===== config.mk =====
export PLATFORM = sky130hd
export DESIGN_NAME = fp_range_unit
export DESIGN_NICKNAME = d
export VERILOG_FILES = /design/src/rtl/fpr_pkg.sv /design/src/rtl/fpr_classify.sv /design/src/rtl/fpr_select.sv /design/src/rtl/fpr_finish.sv /design/src/rtl/fp_range_unit.sv
export SDC_FILE = /design/constraint.sdc
export NUM_CORES = 1
export LEC_CHECK = 0
export BUFFER_PORTS_ARGS = -buffer_cell sky130_fd_sc_hd__buf_2
export CAP_MARGIN = 0
export CORE_ASPECT_RATIO = 1.4
export CORE_MARGIN = 3
export CORE_UTILIZATION = 52
export DETAILED_ROUTE_END_ITERATION = 12
export PLACE_DENSITY = 0.8
export SYNTH_ARGS = -nofsm -noshare
export SYNTH_HDL_FRONTEND = slang
export SYNTH_SLANG_ARGS = --single-unit

===== constraint.sdc =====
create_clock -name clk -period 6.3 [get_ports clk]
set_input_delay 1.26 -clock clk [delete_from_list [all_inputs] [get_ports clk]]
set_output_delay 1.26 -clock clk [all_outputs]
set_load 0.005 [all_outputs]

===== src/rtl/fpr_pkg.sv =====
`timescale 1ns/1ps
package fpr_pkg;
  typedef struct packed {
    logic zero;
    logic denorm;
    logic qnan;
    logic snan;
  } fpr_class_t;

  typedef enum logic [1:0] {
    CMP_MIN     = 2'b00,
    CMP_MAX     = 2'b01,
    CMP_MIN_MAG = 2'b10,
    CMP_MAX_MAG = 2'b11
  } fpr_cmp_e;

  typedef enum logic [1:0] {
    SGN_FIRST = 2'b00,
    SGN_KEEP  = 2'b01,
    SGN_CLEAR = 2'b10,
    SGN_SET   = 2'b11
  } fpr_sgn_e;
endpackage


===== src/rtl/fpr_classify.sv =====
`timescale 1ns/1ps
module fpr_classify
  import fpr_pkg::*;
#(
  parameter int EXP_W  = 11,
  parameter int FRAC_W = 52
) (
  input  logic [EXP_W+FRAC_W:0] raw,
  input  logic                  daz,
  output logic [EXP_W+FRAC_W:0] eff,
  output fpr_class_t            cls
);
  localparam int W = 1 + EXP_W + FRAC_W;

  logic [EXP_W-1:0]  expo;
  logic [FRAC_W-1:0] frac;
  logic              exp_max, exp_min, frac_nz;

  assign expo    = raw[W-2:FRAC_W];
  assign frac    = raw[FRAC_W-1:0];
  assign exp_max = &expo;
  assign exp_min = ~|expo;
  assign frac_nz = |frac;

  always_comb begin
    cls.denorm = exp_min & frac_nz;
    cls.qnan   = exp_max & frac[FRAC_W-1];
    cls.snan   = exp_max & frac_nz & ~frac[FRAC_W-1];
    cls.zero   = exp_min & (~frac_nz | daz);
    if (daz && cls.denorm) eff = {raw[W-1], {(W-1){1'b0}}};
    else                   eff = raw;
  end
endmodule


===== src/rtl/fpr_select.sv =====
`timescale 1ns/1ps
module fpr_select
  import fpr_pkg::*;
#(
  parameter int EXP_W  = 11,
  parameter int FRAC_W = 52
) (
  input  logic [EXP_W+FRAC_W:0] op_a,
  input  logic [EXP_W+FRAC_W:0] op_b,
  input  fpr_class_t            cls_a,
  input  fpr_class_t            cls_b,
  input  fpr_cmp_e              cmp,
  output logic [EXP_W+FRAC_W:0] picked,
  output logic                  invalid
);
  localparam int W = 1 + EXP_W + FRAC_W;

  logic [W-1:0] key_a, key_b, ordered;
  logic         signed_le, mag_le, le, opp_sign, same_mag;

  always_comb begin
    key_a     = op_a[W-1] ? ~op_a : {1'b1, op_a[W-2:0]};
    key_b     = op_b[W-1] ? ~op_b : {1'b1, op_b[W-2:0]};
    signed_le = key_a <= key_b;
    mag_le    = op_a[W-2:0] <= op_b[W-2:0];
    le        = cmp[1] ? mag_le : signed_le;
    ordered   = cmp[0] ? (le ? op_b : op_a) : (le ? op_a : op_b);
    opp_sign  = op_a[W-1] ^ op_b[W-1];
    same_mag  = op_a[W-2:0] == op_b[W-2:0];
    invalid   = cls_a.snan | cls_b.snan;

    if (cls_b.qnan)                            picked = op_a;
    else if (cls_a.qnan)                       picked = op_b;
    else if (cls_a.snan)                       picked = op_a;
    else if (cls_b.snan)                       picked = op_b;
    else if (cls_a.zero && cls_b.zero && opp_sign)
      picked = {~cmp[0], {(W-1){1'b0}}};
    else if (cmp[1] && same_mag && opp_sign)
      picked = (cmp[0] ^ op_a[W-1]) ? op_a : op_b;
    else                                       picked = ordered;
  end
endmodule


===== src/rtl/fpr_finish.sv =====
`timescale 1ns/1ps
module fpr_finish
  import fpr_pkg::*;
#(
  parameter int W = 64
) (
  input  logic [W-1:0] picked,
  input  logic         first_sign,
  input  fpr_sgn_e     sgn,
  input  logic         invalid,
  input  logic         wr_en,
  input  logic         zero_mode,
  input  logic [W-1:0] old_lo,
  output logic [W-1:0] new_lo
);
  logic sign_bit;

  always_comb begin
    unique case (sgn)
      SGN_FIRST: sign_bit = first_sign;
      SGN_KEEP:  sign_bit = picked[W-1];
      SGN_CLEAR: sign_bit = 1'b0;
      default:   sign_bit = 1'b1;
    endcase
    if (invalid) sign_bit = picked[W-1];

    if (wr_en)          new_lo = {sign_bit, picked[W-2:0]};
    else if (zero_mode) new_lo = '0;
    else                new_lo = old_lo;
  end
endmodule


===== src/rtl/fp_range_unit.sv =====
`timescale 1ns/1ps
module fp_range_unit
  import fpr_pkg::*;
#(
  parameter int EXP_W  = 11,
  parameter int FRAC_W = 52,
  parameter int LANE_W = 128,
  parameter int CTRL_W = 8
) (
  input  logic                         clk,
  input  logic                         rst,
  input  logic                         in_valid,
  input  logic [LANE_W-1:0]            src_a,
  input  logic [EXP_W+FRAC_W:0]        src_b,
  input  logic [CTRL_W-1:0]            ctrl,
  input  logic                         daz,
  input  logic                         mask_en,
  input  logic                         mask_bit,
  input  logic                         zero_mode,
  input  logic [EXP_W+FRAC_W:0]        old_dst,
  output logic                         out_valid,
  output logic [LANE_W-1:0]            result,
  output logic                         flag_invalid,
  output logic                         flag_denorm,
  output logic                         flag_bad_ctrl
);
  localparam int W    = 1 + EXP_W + FRAC_W;
  localparam int HI_W = LANE_W - W;

  logic [W-1:0] raw_op [2];
  logic [W-1:0] eff_op [2];
  fpr_class_t   cls_op [2];

  assign raw_op[0] = src_a[W-1:0];
  assign raw_op[1] = src_b;

  for (genvar g = 0; g < 2; g++) begin : g_cls
    fpr_classify #(.EXP_W(EXP_W), .FRAC_W(FRAC_W)) u_cls (
      .raw (raw_op[g]),
      .daz (daz),
      .eff (eff_op[g]),
      .cls (cls_op[g])
    );
  end

  logic [W-1:0] picked, new_lo;
  logic         invalid, denorm_hit, wr_en, bad_ctrl;

  fpr_select #(.EXP_W(EXP_W), .FRAC_W(FRAC_W)) u_sel (
    .op_a    (eff_op[0]),
    .op_b    (eff_op[1]),
    .cls_a   (cls_op[0]),
    .cls_b   (cls_op[1]),
    .cmp     (fpr_cmp_e'(ctrl[1:0])),
    .picked  (picked),
    .invalid (invalid)
  );

  assign wr_en = ~mask_en | mask_bit;

  fpr_finish #(.W(W)) u_fin (
    .picked     (picked),
    .first_sign (src_a[W-1]),
    .sgn        (fpr_sgn_e'(ctrl[3:2])),
    .invalid    (invalid),
    .wr_en      (wr_en),
    .zero_mode  (zero_mode),
    .old_lo     (old_dst),
    .new_lo     (new_lo)
  );

  assign denorm_hit = ~daz & ((cls_op[0].denorm & ~cls_op[1].qnan) |
                              (cls_op[1].denorm & ~cls_op[0].qnan));
  assign bad_ctrl   = |ctrl[CTRL_W-1:4];

  always_ff @(posedge clk) begin
    if (rst) begin
      out_valid     <= 1'b0;
      result        <= '0;
      flag_invalid  <= 1'b0;
      flag_denorm   <= 1'b0;
      flag_bad_ctrl <= 1'b0;
    end else begin
      out_valid     <= in_valid;
      result        <= {src_a[LANE_W-1:LANE_W-HI_W], new_lo};
      flag_invalid  <= in_valid & wr_en & invalid;
      flag_denorm   <= in_valid & wr_en & denorm_hit;
      flag_bad_ctrl <= in_valid & bad_ctrl;
    end
  end
endmodule


==> results of run 1 <==
[how the worst max path moves through the flow]
stage | from | to | slack [ns]
4_1_cts | src_a[41] | result[18] | 0.12
3_5_place_dp | src_a[41] | result[21] | -0.26
3_3_place_gp | src_a[41] | result[4] | -0.25
2_1_floorplan | src_b[1] | result[10] | 0.82
6_report | src_a[21] | result[18] | 0.16
5_1_grt | src_b[1] | result[21] | 0.002
[cell usage after synthesis (3+ instances only)]
library cell	number
a211oi_1	6
a21o_1	60
a21oi_1	176
a221o_1	4
a221oi_1	30
a22o_1	43
a22oi_1	3
a31o_2	8
a31oi_1	43
a41oi_1	8
and2_0	8
and2_1	5
and3_1	4
buf_1	7
buf_2	8
buf_4	3
buf_6	3
clkbuf_1	105
dfxtp_1	132
ha_1	127
inv_1	63
mux2i_1	3
nand2_1	196
nand2b_1	55
nand3_1	37
nand4_1	33
nor2_1	28
nor2b_1	67
nor3_1	17
nor4_1	36
nor4_2	4
o211ai_1	4
o21ai_0	37
o311a_1	8
o311ai_0	13
o311ai_1	29
xnor2_1	64
xor2_1	62
[cell type report]
type,instances,area [um^2],share of cell area
diodes,2,5.00,0.000317
clock buffers,17,425,0.0270
clock inverters,15,180,0.0114
inverters,64,240,0.0152
multi-input cells,1249,8750,0.555
flip-flops and latches,132,2640,0.168
well taps,301,377,0.0239
repair buffers,538,3150,0.200
[state kept, by name, indices dropped and copies added (netlist names)]
register / cells
flag_invalid: 1
out_valid: 1
result: 128
flag_bad_ctrl: 1
flag_denorm: 1
[cell usage in the layout, fill, tap and decap left out, types with 29 or more instances in the layout]
master and instances:
buf_4 129, inv_1 63, xnor2_1 64, nand2_1 195
nand2b_1 55, ha_1 127, a21o_1 60, nor2b_1 66
nand3_1 37, a31oi_1 43, a22o_1 43, a221oi_1 30
nand4_1 33, o311ai_1 29, o21ai_0 37, a21oi_1 175
dfxtp_1 132, nor4_1 32, xor2_1 62, buf_2 400
[per-layer routing]
| metal | part of all wire | wire (um) | track usage | vias up |
|---|---|---|---|---|
| li1 | - | - | - | 6614 |
| met1 | 0.35 | 18300 | 0.433 | 6830 |
| met2 | 0.49 | 25500 | 0.696 | 939 |
| met3 | 0.085 | 4410 | 0.0759 | 255 |
| met4 | 0.073 | 3780 | 0.277 | 4 |
| met5 | 0.00044 | 23 | 0 | - |
[logic make-up after synthesis]
kind of cell    Yosys count  share of synthesized area
simple gates            505                      0.216
fa+ha+maj               127                      0.132
xor+xnor                126                     0.0915
compound gates          488                      0.276
buf+inv                 190                     0.0628
mux                       3                    0.00249
flops                   132                      0.219
[per-stage QoR]
| step | worst slack, ns | area [um^2] | power, mW | utilization | TNS, ns |
|---|---|---|---|---|---|
| floorplan | 0.819 | 12100 | 1.49 | - | 0 |
| finish | 0.158 | 15800 | 2.96 | 0.695 | 0 |
| CTS | 0.117 | 15700 | 2.95 | 0.693 | 0 |
| global route | 0.00185 | 15800 | 3.10 | 0.695 | 0 |
| detailed placement | -0.258 | 15100 | 1.93 | 0.666 | -10.92 |
| global placement | -0.253 | 15100 | 1.91 | 0.666 | -10.68 |
[where the power goes]
group / switching, mW / internal (mW)
sequential: 0.0222 / 0.898
clock: 0.492 / 0.538
combinational: 0.565 / 0.449
[what timing repair did]
| item | in CTS | in global routing |
|---|---|---|
| setup buffers | 0 | 0 |
| gates resized for setup | 0 | 6 |
| setup endpoints to repair | 0 | 64 |
| hold endpoints to repair | 0 | 0 |
==> results.py, run 1 <==
metrics = {
    "run_status": {
        "outcome": "complete, no violations",
    },
    "logic_synthesis": {
        "yosys.cell_types.count": 64,
        "synthesis.area_um2": 12100,
        "ys_async_sr_fraction": 0,
        "synth_area_leaders": "dfxtp_1 22%, ha_1 13%, a21oi_1 7.3%",
        "synth_top_cell_by_area": "dfxtp_1",
        "synthesis.nets": 1969,
        "synth-seq-area-share": 0.219,
        "avgSynthCellArea_um2": 7.68,
        "synth_top_cell_area_share": 0.219,
        "postSynthCellCount": 1571,
        "yosys_warnings": 0,
        "synthFlopType": "dfxtp_1",
        "synth_edf_count": 0,
        "ys_ff_latch": 132,
    },
    "worst_setup_path": {
        "worstSetupPathDepth": 25,
        "critPathLaunchType": "input pin",
        "end_kind": "flip-flop",
        "cp.arrival_ns": 6.50,
        "crit_top_cell": "buf_4",
        "slowest_stage": "nor4_4",
        "cp_num_buf_inv": 7,
        "critPathKind": "input pin to flip-flop",
        "worstPathMaxFanout": 18,
        "critPathMaxStageDelay_ns": 0.42,
        "path_delay_family": "simple AND/OR/NAND/NOR gates",
        "critPathRequiredTime_ns": 6.66,
    },
    "timing": {
        "timing.hold.ws_ns": 1.03,
        "setup_violations": 0,
        "rsz0062_at_grt": "no",
        "fmax_mhz": 163,
        "maxSlewViolCount": 0,
        "fin_crit_ns": 6.14,
        "tightest_slew_ns": 0.990,
        "period_share": 0.975,
        "slew_headroom": 0.340,
        "hold_viol_final": 0,
    },
    "clock_tree": {
        "cts_root_buf": "clkbuf_16",
        "htreeDepth": 4,
        "cts_buffers": 17,
        "cts_max_path_buffers": 2,
        "cts_tree": "yes",
        "ctsHoldBuffers": 0,
        "cts_num_sinks": 132,
        "clk_pin_slew_ns": 0.07,
    },
    "floorplan": {
        "rows": 65,
        "io-pin-count": 403,
        "initial_core_util": 0.531,
        "die_w_um": 135,
        "dieArea_um2": 25100,
        "die_h_um": 186,
        "fp.coreArea_um2": 22700,
    },
    "grt": {
        "antenna_found_initial": 4,
        "grt_pass1_wl_um": 78200,
        "overflow": 0,
        "grt_pass1_vias": 14400,
        "grt_max_degree": 85,
        "grtUsageTotal": 0.398,
    },
    "cells_and_area": {
        "layoutNonFillerInstCount": 2318,
        "area_delta_synth_final_pct": 30.8,
        "nets": 2400,
        "fillers": 1962,
        "drive_gt1_frac": 0.301,
    },
    "routing": {
        "drc_errors": 0,
        "drt-vias-per-instance": 6.32,
        "wl_per_cell_um": 22.5,
        "drt_pass1_iterations": 8,
        "ant_nets": 0,
        "wirelength_um": 52100,
        "drt_iter0_markers": 1358,
        "dr_total_vias": 14600,
    },
    "placement": {
        "place_inst": 2284,
        "dp_hpwl_um": 39900,
        "io_buffers": 402,
        "gp_congestion": 1.03,
    },
    "run": {
        "drv_cap": 0,
    },
    "pwr": {
        "leakage_nw": 7.82,
        "vdd_drop_max_v": 0.000196,
        "p_per_area_nw_per_um2": 188,
    },
    "worst_hold_path": {
        "worstHoldEndpoint": "result[83]",
        "hold_start": "src_a[83]",
        "hp-class": "input pin to flip-flop",
        "holdPathStages": 2,
    },
}
Power figures use the tool's default switching activity.
==> run 2, diff against run 1 <==
Settings changed: BUFFER_PORTS_ARGS -buffer_cell sky130_fd_sc_hd__buf_2 to -buffer_cell sky130_fd_sc_hd__buf_4, GPL_TIMING_DRIVEN from default to 0.
==> run 2 against run 1 <==
Effect of this change: non-clock buffer count shrank 12; the run now ends with setup timing left; clock power is essentially flat; maximum frequency fell by 3.9%; combinational power is 7% higher; highest routed layer is now met4; largest cell class unchanged; global-route usage up 3.1 points; count of clock-buffer cells in the layout is the same.
==> results.py, run 2 (synthesized netlist as in run 1, its figures left out) <==
metrics = {
    "worst_setup_path": {
        "end_kind": "flip-flop",
        "worstPathMaxFanout": 10,
        "cp.arrival_ns": 6.73,
        "critPathMaxStageDelay_ns": 0.48,
        "critPathRequiredTime_ns": 6.64,
        "crit_top_cell": "nand4_1",
        "slowest_stage": "a211o_2",
        "cp_num_buf_inv": 4,
        "timing.critical_path.cells": "buf_4 > nor4_2 > nand4_1 > nor4_4 > nor2_1 > nand2_2 > clkbuf_4 > and2_2 > ha_1 > nand4_1 > a21oi_1 > o31ai_1 > o2111ai_2 > a211oi_4 > o211ai_1 > a211o_2 > a31oi_4 > buf_12 > buf_2 > nand2_1 > a21oi_2",
        "critPathLaunchType": "input pin",
        "critPathKind": "input pin to flip-flop",
        "path_delay_family": "compound AO/OA/AOI/OAI gates",
    },
    "timing": {
        "tightest_slew_ns": 1.45,
        "fmax_mhz": 156,
        "maxSlewViolCount": 0,
        "slew_headroom": 0.0262,
        "hold_viol_final": 0,
        "timing.hold.ws_ns": 1.02,
        "fin_crit_ns": 6.39,
        "setup_violations": 16,
        "period_share": 1.01,
        "fin_ws_ns": -0.0925,
    },
    "cells_and_area": {
        "final_common_cell": "buf_4",
        "nets": 2388,
        "drive_gt1_frac": 0.261,
        "area_delta_synth_final_pct": 35.9,
        "layout_common_cells": "407 x buf_4, 193 x nand2_1, 170 x a21oi_1",
        "top_register": "result",
        "largest_reg_flops": 128,
        "final_area_um2": 16400,
    },
    "floorplan": {
        "rows": 65,
        "die_w_um": 135,
        "dieArea_um2": 25100,
        "io-pin-count": 403,
        "fp.coreArea_um2": 22700,
        "initial_core_util": 0.531,
        "die_h_um": 186,
    },
    "grt": {
        "grt_pass1_vias": 14500,
        "grt_pass1_wl_um": 82100,
        "overflow": 0,
        "grtUsageTotal": 0.429,
        "antenna_found_initial": 3,
        "grt_max_degree": 17,
    },
    "routing": {
        "wirelength_um": 56500,
        "drt-vias-per-instance": 6.46,
        "drt_pass1_iterations": 8,
        "dr_wl_met2_um": 27200,
        "drt_iter0_markers": 1565,
        "dr_wl_met3_um": 6020,
        "drt-met1-wl_um": 17900,
        "dr_total_vias": 14900,
        "drc_errors": 0,
        "wl_per_cell_um": 24.5,
        "ant_nets": 0,
        "top_layer_used": "met4",
    },
    "placement": {
        "gp_congestion": 1.09,
        "dp_slack_ns": -1.90,
        "place_area_um2": 15400,
        "io_buffers": 392,
        "dp_hpwl_um": 44800,
    },
    "pwr": {
        "p_int_mw": 1.95,
        "pwr-share-seq": 0.305,
        "leakage_nw": 7.69,
        "vdd_drop_max_v": 0.000196,
        "switching_share": 0.352,
        "combPwrFrac": 0.360,
        "power_mw": 3.00,
        "switchingPower_mw": 1.06,
        "clockPowerShare": 0.334,
        "p_per_area_nw_per_um2": 183,
    },
    "worst_hold_path": {
        "hp-class": "input pin to flip-flop",
    },
    "clock_tree": {
        "cts_buffers": 17,
        "cts_tree": "yes",
        "cts_num_sinks": 132,
        "clk_pin_slew_ns": 0.07,
        "cts_root_buf": "clkbuf_16",
        "cts_max_path_buffers": 2,
        "htreeDepth": 4,
    },
    "run": {
        "drv_cap": 0,
    },
    "run_status": {
        "outcome": "finished, violations left",
        "violations": "setup timing",
    },
}
[run 2: changes by cell type in the layout (fill, tap and decap cells not counted), moves of 7 or more]
cell,change
buf_1,+7
buf_12,-8
buf_2,-391
buf_4,+278
clkbuf_1,+92
nor4_1,-10
nor4_4,+10
[run 2: final timing paths]
path	startpoint	end	depth (start not counted)
hold / removal	src_a[126]	result[126]	2
setup / recovery	src_a[38]	result[32]	21
[run 2: what timing repair did]
action                                  in CTS  in global routing
hold buffers                                 0                  0
endpoints found under the setup margin      64                 64
setup buffers                                3                  5
resized for setup                           41                 52
pin swaps                                    2                 19
[run 2: stage by stage]
step / utilization / setup TNS [ns] / std cells
floorplan: - / 0 / 1571
global placement: 0.678 / -97.01 / 2264
detailed placement: 0.678 / -99.19 / 2264
CTS: 0.713 / 0 / 2299
global route: 0.722 / -0.109 / 2305
finish: 0.722 / -0.512 / 2308
[run 2: layout make-up]
type / instances / area [um^2]
well taps: 301 / 377
multi-input cells: 1249 / 8950
clock inverters: 15 / 163
diodes: 4 / 10.0
inverters: 64 / 240
flip-flops and latches: 132 / 2640
plain buffers: 126 / 558
repair buffers: 400 / 3020
clock buffers: 17 / 425
fillers: 1837 / 6310
[run 2: power by group through the flow]
stage | Combinational [mW] | Clock [mW] | Sequential, mW
final | 1.08 | 1.00 | 0.917
after floorplan | 0.553 | 0 | 0.941
after global routing | 1.17 | 1.04 | 0.921
after CTS | 1.04 | 1.01 | 0.917
after detailed placement | 1.01 | 0 | 0.935
after global placement | 0.996 | 0 | 0.933
[run 2: layer usage]
metal | GRT usage | vias to the layer above
met5 | 0 | -
met4 | 0.350 | 0
li1 | - | 6575
met1 | 0.434 | 6841
met3 | 0.109 | 342
met2 | 0.746 | 1160
